`src/rtl/dsadc_pkg.sv`:
```
package dsadc_pkg;

    typedef enum logic [2:0] {
        ST_IDLE     = 3'd0,
        ST_CLEAR    = 3'd1,
        ST_RUNUP    = 3'd2,
        ST_RUNDOWN  = 3'd3,
        ST_DONE     = 3'd4
    } dsadc_state_e;

endpackage

```
`src/rtl/dsadc_counter.sv`:
```
module dsadc_counter #(
    parameter int W = 8
) (
    input  logic         clk,
    input  logic         rst_n,
    input  logic         clr,
    input  logic         en,
    output logic [W-1:0] count,
    output logic         at_max
);
    localparam logic [W-1:0] TOP = {W{1'b1}};

    always_ff @(posedge clk or negedge rst_n) begin
        if (!rst_n) begin
            count <= '0;
        end else if (clr) begin
            count <= '0;
        end else if (en) begin
            count <= count + 1'b1;   // wraps from TOP to zero
        end
    end

    assign at_max = (count == TOP);
endmodule

```
`src/rtl/dsadc_capture.sv`:
```
module dsadc_capture #(
    parameter int W = 8
) (
    input  logic         clk,
    input  logic         rst_n,
    input  logic         load,
    input  logic         sat,
    input  logic [W-1:0] count_in,
    output logic [W-1:0] code,
    output logic         flag
);
    always_ff @(posedge clk or negedge rst_n) begin
        if (!rst_n) begin
            code <= '0;
            flag <= 1'b0;
        end else if (load) begin
            code <= sat ? {W{1'b1}} : count_in;
            flag <= sat;
        end
    end
endmodule

```
`src/rtl/dual_slope_ctrl.sv`:
```
module dual_slope_ctrl
    import dsadc_pkg::*;
#(
    parameter int CNT_W = 8
) (
    input  logic             clk,
    input  logic             rst_n,
    input  logic             start,
    input  logic             zero_cross,
    output logic             int_clear,
    output logic             sel_ref,
    output logic [CNT_W-1:0] result,
    output logic             overrange,
    output logic             done
);
    dsadc_state_e     state_q, state_d;
    logic [CNT_W-1:0] cnt_q;
    logic             cnt_top;
    logic             cnt_clr, cnt_en;
    logic             cap_load, cap_sat;

    // State register
    always_ff @(posedge clk or negedge rst_n) begin
        if (!rst_n) begin
            state_q <= ST_IDLE;
        end else begin
            state_q <= state_d;
        end
    end

    // Next state and datapath controls
    always_comb begin
        state_d  = state_q;
        cnt_clr  = 1'b0;
        cnt_en   = 1'b0;
        cap_load = 1'b0;
        cap_sat  = 1'b0;
        unique case (state_q)
            ST_IDLE: begin
                if (start) state_d = ST_CLEAR;
            end
            ST_CLEAR: begin
                cnt_clr = 1'b1;
                state_d = ST_RUNUP;
            end
            ST_RUNUP: begin
                cnt_en = 1'b1;
                if (cnt_top) state_d = ST_RUNDOWN;   // wrap ends the fixed window
            end
            ST_RUNDOWN: begin
                if (zero_cross) begin
                    cap_load = 1'b1;
                    state_d  = ST_DONE;
                end else if (cnt_top) begin
                    cap_load = 1'b1;
                    cap_sat  = 1'b1;
                    state_d  = ST_DONE;
                end else begin
                    cnt_en = 1'b1;
                end
            end
            ST_DONE: begin
                state_d = ST_IDLE;
            end
            default: begin
                state_d = ST_IDLE;
            end
        endcase
    end

    // Outputs decoded from state
    always_comb begin
        int_clear = (state_q == ST_CLEAR);
        sel_ref   = (state_q == ST_RUNDOWN);
        done      = (state_q == ST_DONE);
    end

    dsadc_counter #(.W(CNT_W)) u_cnt (
        .clk    (clk),
        .rst_n  (rst_n),
        .clr    (cnt_clr),
        .en     (cnt_en),
        .count  (cnt_q),
        .at_max (cnt_top)
    );

    dsadc_capture #(.W(CNT_W)) u_cap (
        .clk      (clk),
        .rst_n    (rst_n),
        .load     (cap_load),
        .sat      (cap_sat),
        .count_in (cnt_q),
        .code     (result),
        .flag     (overrange)
    );
endmodule

```
`config.mk`:
```
export PLATFORM = sky130hd
export DESIGN_NAME = dual_slope_ctrl
export DESIGN_NICKNAME = d
export VERILOG_FILES = /design/src/rtl/dsadc_pkg.sv /design/src/rtl/dsadc_counter.sv /design/src/rtl/dsadc_capture.sv /design/src/rtl/dual_slope_ctrl.sv
export SDC_FILE = /design/constraint.sdc
export NUM_CORES = 1
export LEC_CHECK = 0
export BUFFER_PORTS_ARGS = -buffer_cell sky130_fd_sc_hd__buf_2
export CAP_MARGIN = 20
export CELL_PAD_IN_SITES_DETAIL_PLACEMENT = 1
export CELL_PAD_IN_SITES_GLOBAL_PLACEMENT = 2
export CORE_MARGIN = 2
export CORE_UTILIZATION = 33
export CTS_BUF_LIST = sky130_fd_sc_hd__clkbuf_2
export CTS_CLUSTER_SIZE = 16
export DETAILED_ROUTE_END_ITERATION = 12
export GPL_ROUTABILITY_DRIVEN = 1
export PLACE_DENSITY = 0.82
export SLEW_MARGIN = 0
export SYNTH_ARGS = -nofsm -noshare
export SYNTH_HDL_FRONTEND = slang
export SYNTH_HIERARCHICAL = 1
export SYNTH_SLANG_ARGS = --single-unit
```
`constraint.sdc`:
```
create_clock -name clk -period 2 [get_ports clk]
set_clock_uncertainty 0.15 [all_clocks]
set_input_delay 0.3 -clock clk [delete_from_list [all_inputs] [get_ports clk]]
set_output_delay 0.3 -clock clk [all_outputs]
set_load 0.03 [all_outputs]
```
**Yosys cells after proc, flatten, opt, wreduce, memory -nomap -nowiden**

Index checks and enable logic that the tools add are counted.

- Output and inout bits: 12
- Input port bits: 4
- Flip-flop bits (word level): 20
- Word-level logic and storage cells: 33

- Eq/ne operators: 8
- Add/subtract/negate cells: 1
- Muxes and demuxes: 17
- Reductions and logical operators: 3

Operators with widths:

| kind | number |
|---|---|
| 2-to-1 mux 8 bit | 3 |
| 2-to-1 mux 3 bit | 4 |
| case mux 3 bit (4 select lines) | 1 |
| adder 8 x 1 -> 8 bit, second input constant | 1 |
| == test 8 bit, second input constant | 1 |
| 2-to-1 mux 1 bit | 8 |
| == test 3 x 2 -> 1 bit, second input constant | 2 |
| != test 2 bit, second input constant | 2 |
| == test 3 x 1 -> 1 bit, second input constant | 1 |
| == test 3 bit, second input constant | 1 |
| logical NOT 3 bit | 1 |
| != test 3 x 2 -> 1 bit, second input constant | 1 |
| AND reduction 3 bit | 1 |
| case mux 1 bit (2 select lines) | 1 |
| nonzero test 2 bit | 1 |

**Logic depth before layout (Yosys ltp)**

Gate-level depths: netlist of the first run.

- Depth after elaboration: 6
- Depth in mapped cells: 9
- Mapped depth without buffers: 8

**Cells and area by module**

The synthesis of the first run kept the hierarchy.

Modules (own cells, without submodules):

| module | cells an instance | seq. area each (um^2) | instances | area each (um^2) |
|---|---|---|---|---|
| dsadc_counter | 39 | 200.2 | 1 | 396.6 |
| dsadc_capture | 37 | 225.2 | 1 | 389.1 |
| dual_slope_ctrl | 20 | 75.1 | 1 | 201.4 |

**Worst setup path before layout of the first run**

No wires, ideal clock.

- Path kind: register to register
- Start: reg u_cnt.count[0]
- End: reg u_cnt.count[5]
- Data arrival time: 1.887 ns
- Slack: -0.115 ns
- Library setup time: 0.078 ns
- Clock period less this slack: 2.115 ns
- Cell stages (with the launch flop): 10
- Data required time: 1.772 ns
- Path through: dfrtp_1 ha_1 nand3_1 nor2_1 or2_4 a21oi_1 buf_4 nand4_4 or3_1 a21oi_1

- Word-level cells in the longest chain between the ends: 5
- Elaborated cells on any way between the ends: 8
- Classes of those cells: 1 x add/sub; 1 x eq/ne; 5 x mux; 1 x reduce/logical

RTL lines:

| what | RTL line | RTL |
|---|---|---|
| start: declaration | dsadc_counter.sv:8 | `output logic [W-1:0] count,` |
| start signal: assignment | dsadc_counter.sv:19 | `count <= count + 1'b1;` |
| == test 8 bit | dsadc_counter.sv:23 | `assign at_max = (count == TOP);` |
| named net cnt_top | dual_slope_ctrl.sv:18 | `logic cnt_top;` |
| 2-to-1 mux 1 bit | dual_slope_ctrl.sv:54 | `end else if (cnt_top) begin` |
| 2-to-1 mux 1 bit | dual_slope_ctrl.sv:51 | `if (zero_cross) begin` |
| case mux 1 bit (2 select lines) | dual_slope_ctrl.sv:38 | `unique case (state_q)` |
| named net cnt_en | dual_slope_ctrl.sv:19 | `logic cnt_clr, cnt_en;` |
| nonzero test 2 bit (no source line) | -- |  |

The timed path passes the listed nets, and every way through them passes these cells. The select of a mux whose other input is x is not followed.
A chain may end at the register's enable or synchronous reset.

**Final worst setup path of the first run**

- Start: reg u_cnt.count[0]
- End: reg u_cnt.count[6]

The elaborated chain is that of the path after synthesis.

==> results of run 1 <==
routing by layer:
metal | routed length (um) | global-route usage (%) | share of wire (%)
met5 | 0 | 0 | 0
met4 | 32 | 9.740 | 1.3
met3 | 97 | 3.736 | 3.9
met2 | 1174 | 23.27 | 47
met1 | 1177 | 20.39 | 47
registers in the layout, indices dropped and copies added, names as in the netlist:
signal       cells
u_cap/code       8
u_cnt/count      8
state_q          3
u_cap/flag       1
synth_stat cells, drive strengths merged:
master  instances  area [um^2]
a21oi          12        67.57
a31oi           1        6.260
dfrtp          20        500.5
nand2b          1        6.260
xnor2           1        8.760
or3             3        18.77
nand4           3        33.78
xor2            3        26.28
o32ai           1        16.27
mux2i           2        20.02
o21bai          1        7.510
or2             2        15.02
o21ai           3        15.01
nand2           3        11.26
buf             5        47.54
ha              1        12.51
nor2           22        87.58
mux2            1        15.01
nor3b           3        27.52
nand3           3        15.01
nor2b           2        12.51
clkbuf          1        5.000
inv             1        3.750
nand3b          1        7.510
repair_timing:
action	in CTS	in global routing
gates resized for setup	5	12
hold endpoints to repair	20	0
gates cloned	0	0
endpoints found under the setup margin	3	17
hold buffers	1	0
setup buffers	4	5
pin swaps	7	13
cell families (layout without fill, tap and decap cells):
kind of cell               Yosys count  after routing  share of synthesized area [%]
and+or+nand+nor                     43             43                          23.83
muxes                                3              3                          3.548
buffers and inverters                7             41                          5.702
adders and majority gates            1              1                          1.267
AOI/OAI and AO/OA                   18             18                          11.41
DFF                                 20             20                          50.70
xor gates and xnor gates             4              4                          3.549
path summary, 6_finish.rpt:
| kind | startpoint | endpoint | slack [ns] | cells past startpoint |
|---|---|---|---|---|
| worst max-delay path | u_cnt/count[0]$_DFFE_PN0P_ | u_cnt/count[6]$_DFFE_PN0P_ | -0.007 | 9 |
| worst min-delay path | start | state_q[0]$_DFFE_PN0P_ | 0.17 | 3 |
| worst max register to register | u_cnt/count[0]$_DFFE_PN0P_ | u_cnt/count[6]$_DFFE_PN0P_ | -0.007 | 9 |
| worst min register to register | u_cap/flag$_DFFE_PN0P_ | u_cap/flag$_DFFE_PN0P_ | 0.39 | 1 |
| max in group asynchronous | rst_n | state_q[0]$_DFFE_PN0P_ | 1.11 | 2 |
| min in group asynchronous | rst_n | u_cap/flag$_DFFE_PN0P_ | 0.26 | 2 |
final cells by class:
class	count	area share, %
clock buffers	3	1.126
flip-flops and latches	20	37.71
clock inverters	1	2.251
multi-input cells	69	37.24
inverters	1	0.2814
repair buffers	36	18.48
well taps	31	2.908
power by group:
part           internal [mW]  switching, mW  total, mW
logic                  0.462          0.645       1.11
clock network          0.172          0.139      0.312
registers              0.565          0.133      0.698
worst register-to-register path: cells and delay by family (launching register included):
family | cells | cell delay (ns)
buffers and inverters | 1 | 0.13
AOI/OAI and AO/OA | 2 | 0.29
adders and majority gates | 1 | 0.17
and+or+nand+nor | 5 | 0.76
DFF | 1 | 0.46
stage by stage:
step           worst slack (ns)  util [%]
2_1_floorplan          -0.01301         -
3_3_place_gp            0.02305     40.54
3_5_place_dp           -0.01678     40.54
4_1_cts                -0.04842     44.42
5_1_grt                 -0.1124     47.55
6_report              -0.007390     47.55
==> impl_metrics.json, run 1 <==
{
  "status": "finished, violations left",
  "violations": "DRC, setup timing",
  "overflow": 0,
  "antenna_found_initial": 0,
  "wl_per_cell_um": 15.42,
  "fin_cells": 161,
  "drv_cap": 0,
  "cts.path.max_buffers": 2,
  "seq_area_frac_synth_pct": 50.70,
  "grt_use_total_pct": 15.62,
  "routed_via_density": 5.106,
  "setup_viol": 1,
  "syn_area_per_cell_um2": 10.28,
  "crit_type": "reg -> reg",
  "tightest_slew_ns": 0.4598,
  "path_max_fanout": 2,
  "drive_gt1_share_pct": 46.92,
  "multi_input_area_um2": 496.7,
  "crit_arrival_ns": 2.15,
  "synth_area_um2": 987.2,
  "rows": 19,
  "place_hpwl_mm": 1.528,
  "slew_viol_final": 0,
  "p_total_mw": 2.118,
  "synth_cell_types": 33,
  "dieArea_um2": 3445,
  "critPathTopFamily": "simple AND/OR/NAND/NOR gates",
  "slowest_stage": "dfrtp_1",
  "start_kind": "register",
  "worstPathRequired_ns": 2.15,
  "cts_buffers": 3,
  "worst_slack_ns": -0.007390,
  "syn-num-nets": 101,
  "slowest_delay_ns": 0.46,
  "hold_violations": 0,
  "final_area_um2": 1334,
  "pin_count": 16,
  "slew_headroom_pct": 69.35,
  "final_common_cell": "nor2_1",
  "nets": 136,
  "port_buffers": 15,
  "drtPass1Iterations": 10,
  "cts_sinks": 20,
  "max_freq_mhz": 498.2,
  "rsz0062_at_grt": "yes",
  "fp.dieH_um": 58.70,
  "first_iter_violations": 37,
  "cts_htree_levels": 1,
  "ir_drop_mv": 0.5386,
  "ant_nets": 0,
  "path_buf_inv": 1,
  "end_kind": "register",
  "synth_cells": 96,
  "grt_pass1_wl_mm": 3.960,
  "power.leakage_nw": 0.6037,
  "drcViolationCount": 2,
  "cts_root_buf": "clkbuf_2",
  "synth_seq_cells": 20,
  "place_area_um2": 1137,
  "powerDensity_nw_per_um2": 1588,
  "clock_latency_ns": 0.34,
  "fin_crit_ns": 2.007,
  "tritoncts": "yes",
  "grt_max_degree": 21,
  "cpMostUsedCell": "nand3_2",
  "placed_cells": 147,
  "initial_utilization_pct": 35.19,
  "holdWs_ns": 0.1700,
  "clkTransAtPathRegs_ns": 0.21,
  "insertedDiodeCount": 0,
  "hp-class": "in -> reg",
  "routed-via-count": 822,
  "crit_chain": "ha_4 > nand3_2 > nor2_2 > or2_4 > a21oi_4 > buf_6 > nand3_2 > or3_1 > a21oi_1",
  "layout_common_cells": "nor2_1, dfrtp_1, buf_4",
  "tns_ns": -0.007390,
  "synth_warnings": 6,
  "core-area_um2": 2805,
  "timing.final.crit_share_pct": 100.4,
  "die_w_um": 58.70,
  "grt_pass1_vias": 862,
  "synthToLayoutAreaGrowth_pct": 35.11,
  "routed_wl_mm": 2.482,
  "gp_congestion": 0.7553,
  "regArea_um2": 503.0,
  "fillerInstances": 323
}
No activity file was read; power rests on OpenSTA's default activity.
==> run 2: changes to the inputs <==
--- a/config.mk
+++ b/config.mk
@@ -15,9 +15,8 @@
 export CTS_CLUSTER_SIZE = 16
 export DETAILED_ROUTE_END_ITERATION = 12
 export GPL_ROUTABILITY_DRIVEN = 1
-export PLACE_DENSITY = 0.82
+export PLACE_DENSITY = 0.81
 export SLEW_MARGIN = 0
 export SYNTH_ARGS = -nofsm -noshare
 export SYNTH_HDL_FRONTEND = slang
-export SYNTH_HIERARCHICAL = 1
 export SYNTH_SLANG_ARGS = --single-unit
==> impl_metrics.json, run 2 <==
{
  "cts_root_buf": "clkbuf_2",
  "routed-via-count": 780,
  "cts.path.max_buffers": 2,
  "end_kind": "primary output",
  "drive_gt1_share_pct": 34.48,
  "tightest_slew_ns": 0.4523,
  "syn_area_per_cell_um2": 10.91,
  "slew_viol_final": 0,
  "clkTransAtPathRegs_ns": 0.21,
  "initial_utilization_pct": 35.31,
  "synth_common_cells": "dfrtp_1, nand2_1, o22a_1",
  "routed_wl_mm": 2.399,
  "nets": 122,
  "worstPathRequired_ns": 1.55,
  "ir_drop_mv": 0.9496,
  "fillerInstances": 322,
  "cts_sinks": 20,
  "drcViolationCount": 0,
  "setup_viol": 0,
  "synth_area_um2": 982.2,
  "rsz0062_at_grt": "yes",
  "status": "finished, final reports clean",
  "synth_largest_area_cell": "dfrtp_1",
  "synth_seq_cells": 20,
  "seq_area_frac_synth_pct": 50.96,
  "cts_buffers": 3,
  "crit_type": "reg -> out",
  "syn-num-nets": 95,
  "async_reset_ff_share_pct": 100.0,
  "insertedDiodeCount": 0,
  "antenna_found_initial": 0,
  "fin_crit_ns": 1.940,
  "ys.flop_type": "dfrtp_1",
  "path_max_fanout": 5,
  "routed_via_density": 5.306,
  "synth_cell_types": 35,
  "final_common_cell": "dfrtp_1",
  "cts_htree_levels": 1,
  "hp-class": "in -> reg",
  "final_area_um2": 1209,
  "hold_violations": 0,
  "synth_edf_count": 0,
  "power.leakage_nw": 0.5765,
  "die_w_um": 58.56,
  "crit_arrival_ns": 1.49,
  "synth.most_common_cell": "dfrtp_1",
  "start_kind": "register",
  "regArea_um2": 503.0,
  "port_buffers": 15,
  "place_area_um2": 1136,
  "dieArea_um2": 3429,
  "grt_pass1_wl_mm": 3.988,
  "powerDensity_nw_per_um2": 1625,
  "clock_latency_ns": 0.32,
  "layout_common_cells": "dfrtp_1, buf_2, buf_4",
  "place_hpwl_mm": 1.809,
  "grt_use_total_pct": 15.49,
  "yosysTopAreaCellShare_pct": 50.96,
  "fp.dieH_um": 58.56,
  "slew_headroom_pct": 69.85,
  "ant_nets": 0,
  "top_regs": "u_cap.code x8, u_cnt.count x8, state_q x3",
  "tns_ns": 0,
  "fin_util_pct": 43.45,
  "core-area_um2": 2781,
  "holdWs_ns": 0.04110,
  "synthToLayoutAreaGrowth_pct": 23.06,
  "whs_path_depth": 3,
  "pin_count": 16,
  "synth_cells": 90,
  "wl_per_cell_um": 16.32,
  "gp_congestion": 0.7932,
  "first_iter_violations": 20,
  "overflow": 0,
  "drtPass1Iterations": 4,
  "max_freq_mhz": 515.3,
  "multi_input_area_um2": 455.4,
  "timing.final.crit_share_pct": 97.02,
  "synth_area_leaders": "dfrtp_1, o22a_1, mux2i_1",
  "rows": 19,
  "grt_max_degree": 21,
  "grt_pass1_vias": 836,
  "reg2reg_depth": 5,
  "synth_warnings": 0,
  "drv_cap": 0,
  "tritoncts": "yes"
}
-- run 2: changes by cell type after synthesis, sizes merged, moves of 4 or more --
cell / delta
a21oi: -6
mux2i: +4
o22a: +7
nor2: -19
nand2: +5
o21ai: +4
-- run 2: through the flow --
step / setup WS [ns] / instances / power, mW
after floorplan: 0.1171 / 90 / 1.342
after global placement: 0.09791 / 141 / 1.624
after detailed placement: 0.006322 / 141 / 1.650
after CTS: -0.001253 / 147 / 1.975
after global routing: -0.01795 / 147 / 2.092
final: 0.05953 / 147 / 1.964
-- run 2: layer usage --
metal | vias to the layer above | share of wire [%] | GRT usage, % | wire length (um)
met5 | - | 0 | 0 | 0
met4 | 0 | 0.42 | 3.987 | 10
li1 | 383 | - | - | -
met2 | 14 | 49 | 27.61 | 1180
met3 | 2 | 3.3 | 1.978 | 80
met1 | 381 | 47 | 19.75 | 1128
-- run 2: critical path: stages (launching register included) --
cell	delay, ns
dfrtp_2	0.46
o21bai_2	0.22
or2_1	0.26
inv_2	0.06
clkbuf_4	0.17
-- run 2: worst paths after layout --
kind | from | end | slack (ns)
worst max register to register | u_cnt.count[1]$_DFFE_PN0P_ | u_cap.code[2]$_DFFE_PN0P_ | 0.07
worst min-delay path | start | state_q[0]$_DFFE_PN0P_ | 0.04
worst min register to register | u_cap.code[3]$_DFFE_PN0P_ | u_cap.code[3]$_DFFE_PN0P_ | 0.39
min in group asynchronous | rst_n | u_cap.flag$_DFFE_PN0P_ | 0.27
worst max-delay path | state_q[2]$_DFFE_PN0P_ | int_clear | 0.06
max in group asynchronous | rst_n | state_q[0]$_DFFE_PN0P_ | 1.09
-- run 2: cell type report --
type / count / share of cell area (%)
Clock buffer: 3 / 1.242
Sequential cell: 20 / 41.61
Tap cell: 31 / 3.209
Multi-Input combinational cell: 64 / 37.68
Inverter: 3 / 0.9317
Timing Repair Buffer: 25 / 12.84
Clock inverter: 1 / 2.484
-- run 2: report_power, final --
part | total [mW] | switching, mW | internal, mW
Combinational | 0.992 | 0.585 | 0.407
Sequential | 0.669 | 0.112 | 0.557
Clock | 0.302 | 0.130 | 0.173
-- run 2: cell families after synthesis --
family | share of synthesized area [%]
and+or+nand+nor | 17.84
muxes | 7.643
buffers and inverters | 3.184
AOI/OAI and AO/OA | 19.11
DFF | 50.96
adders and majority gates | 1.274
-- run 2: timing repair --
item | 4_1_cts | 5_1_grt
pin swaps | 0 | 0
setup buffers | 1 | 0
gates cloned | 0 | 0
hold buffers | 1 | 0
endpoints found under the hold margin | 20 | 0
endpoints found under the setup margin | 2 | 2
resized for setup | 2 | 3
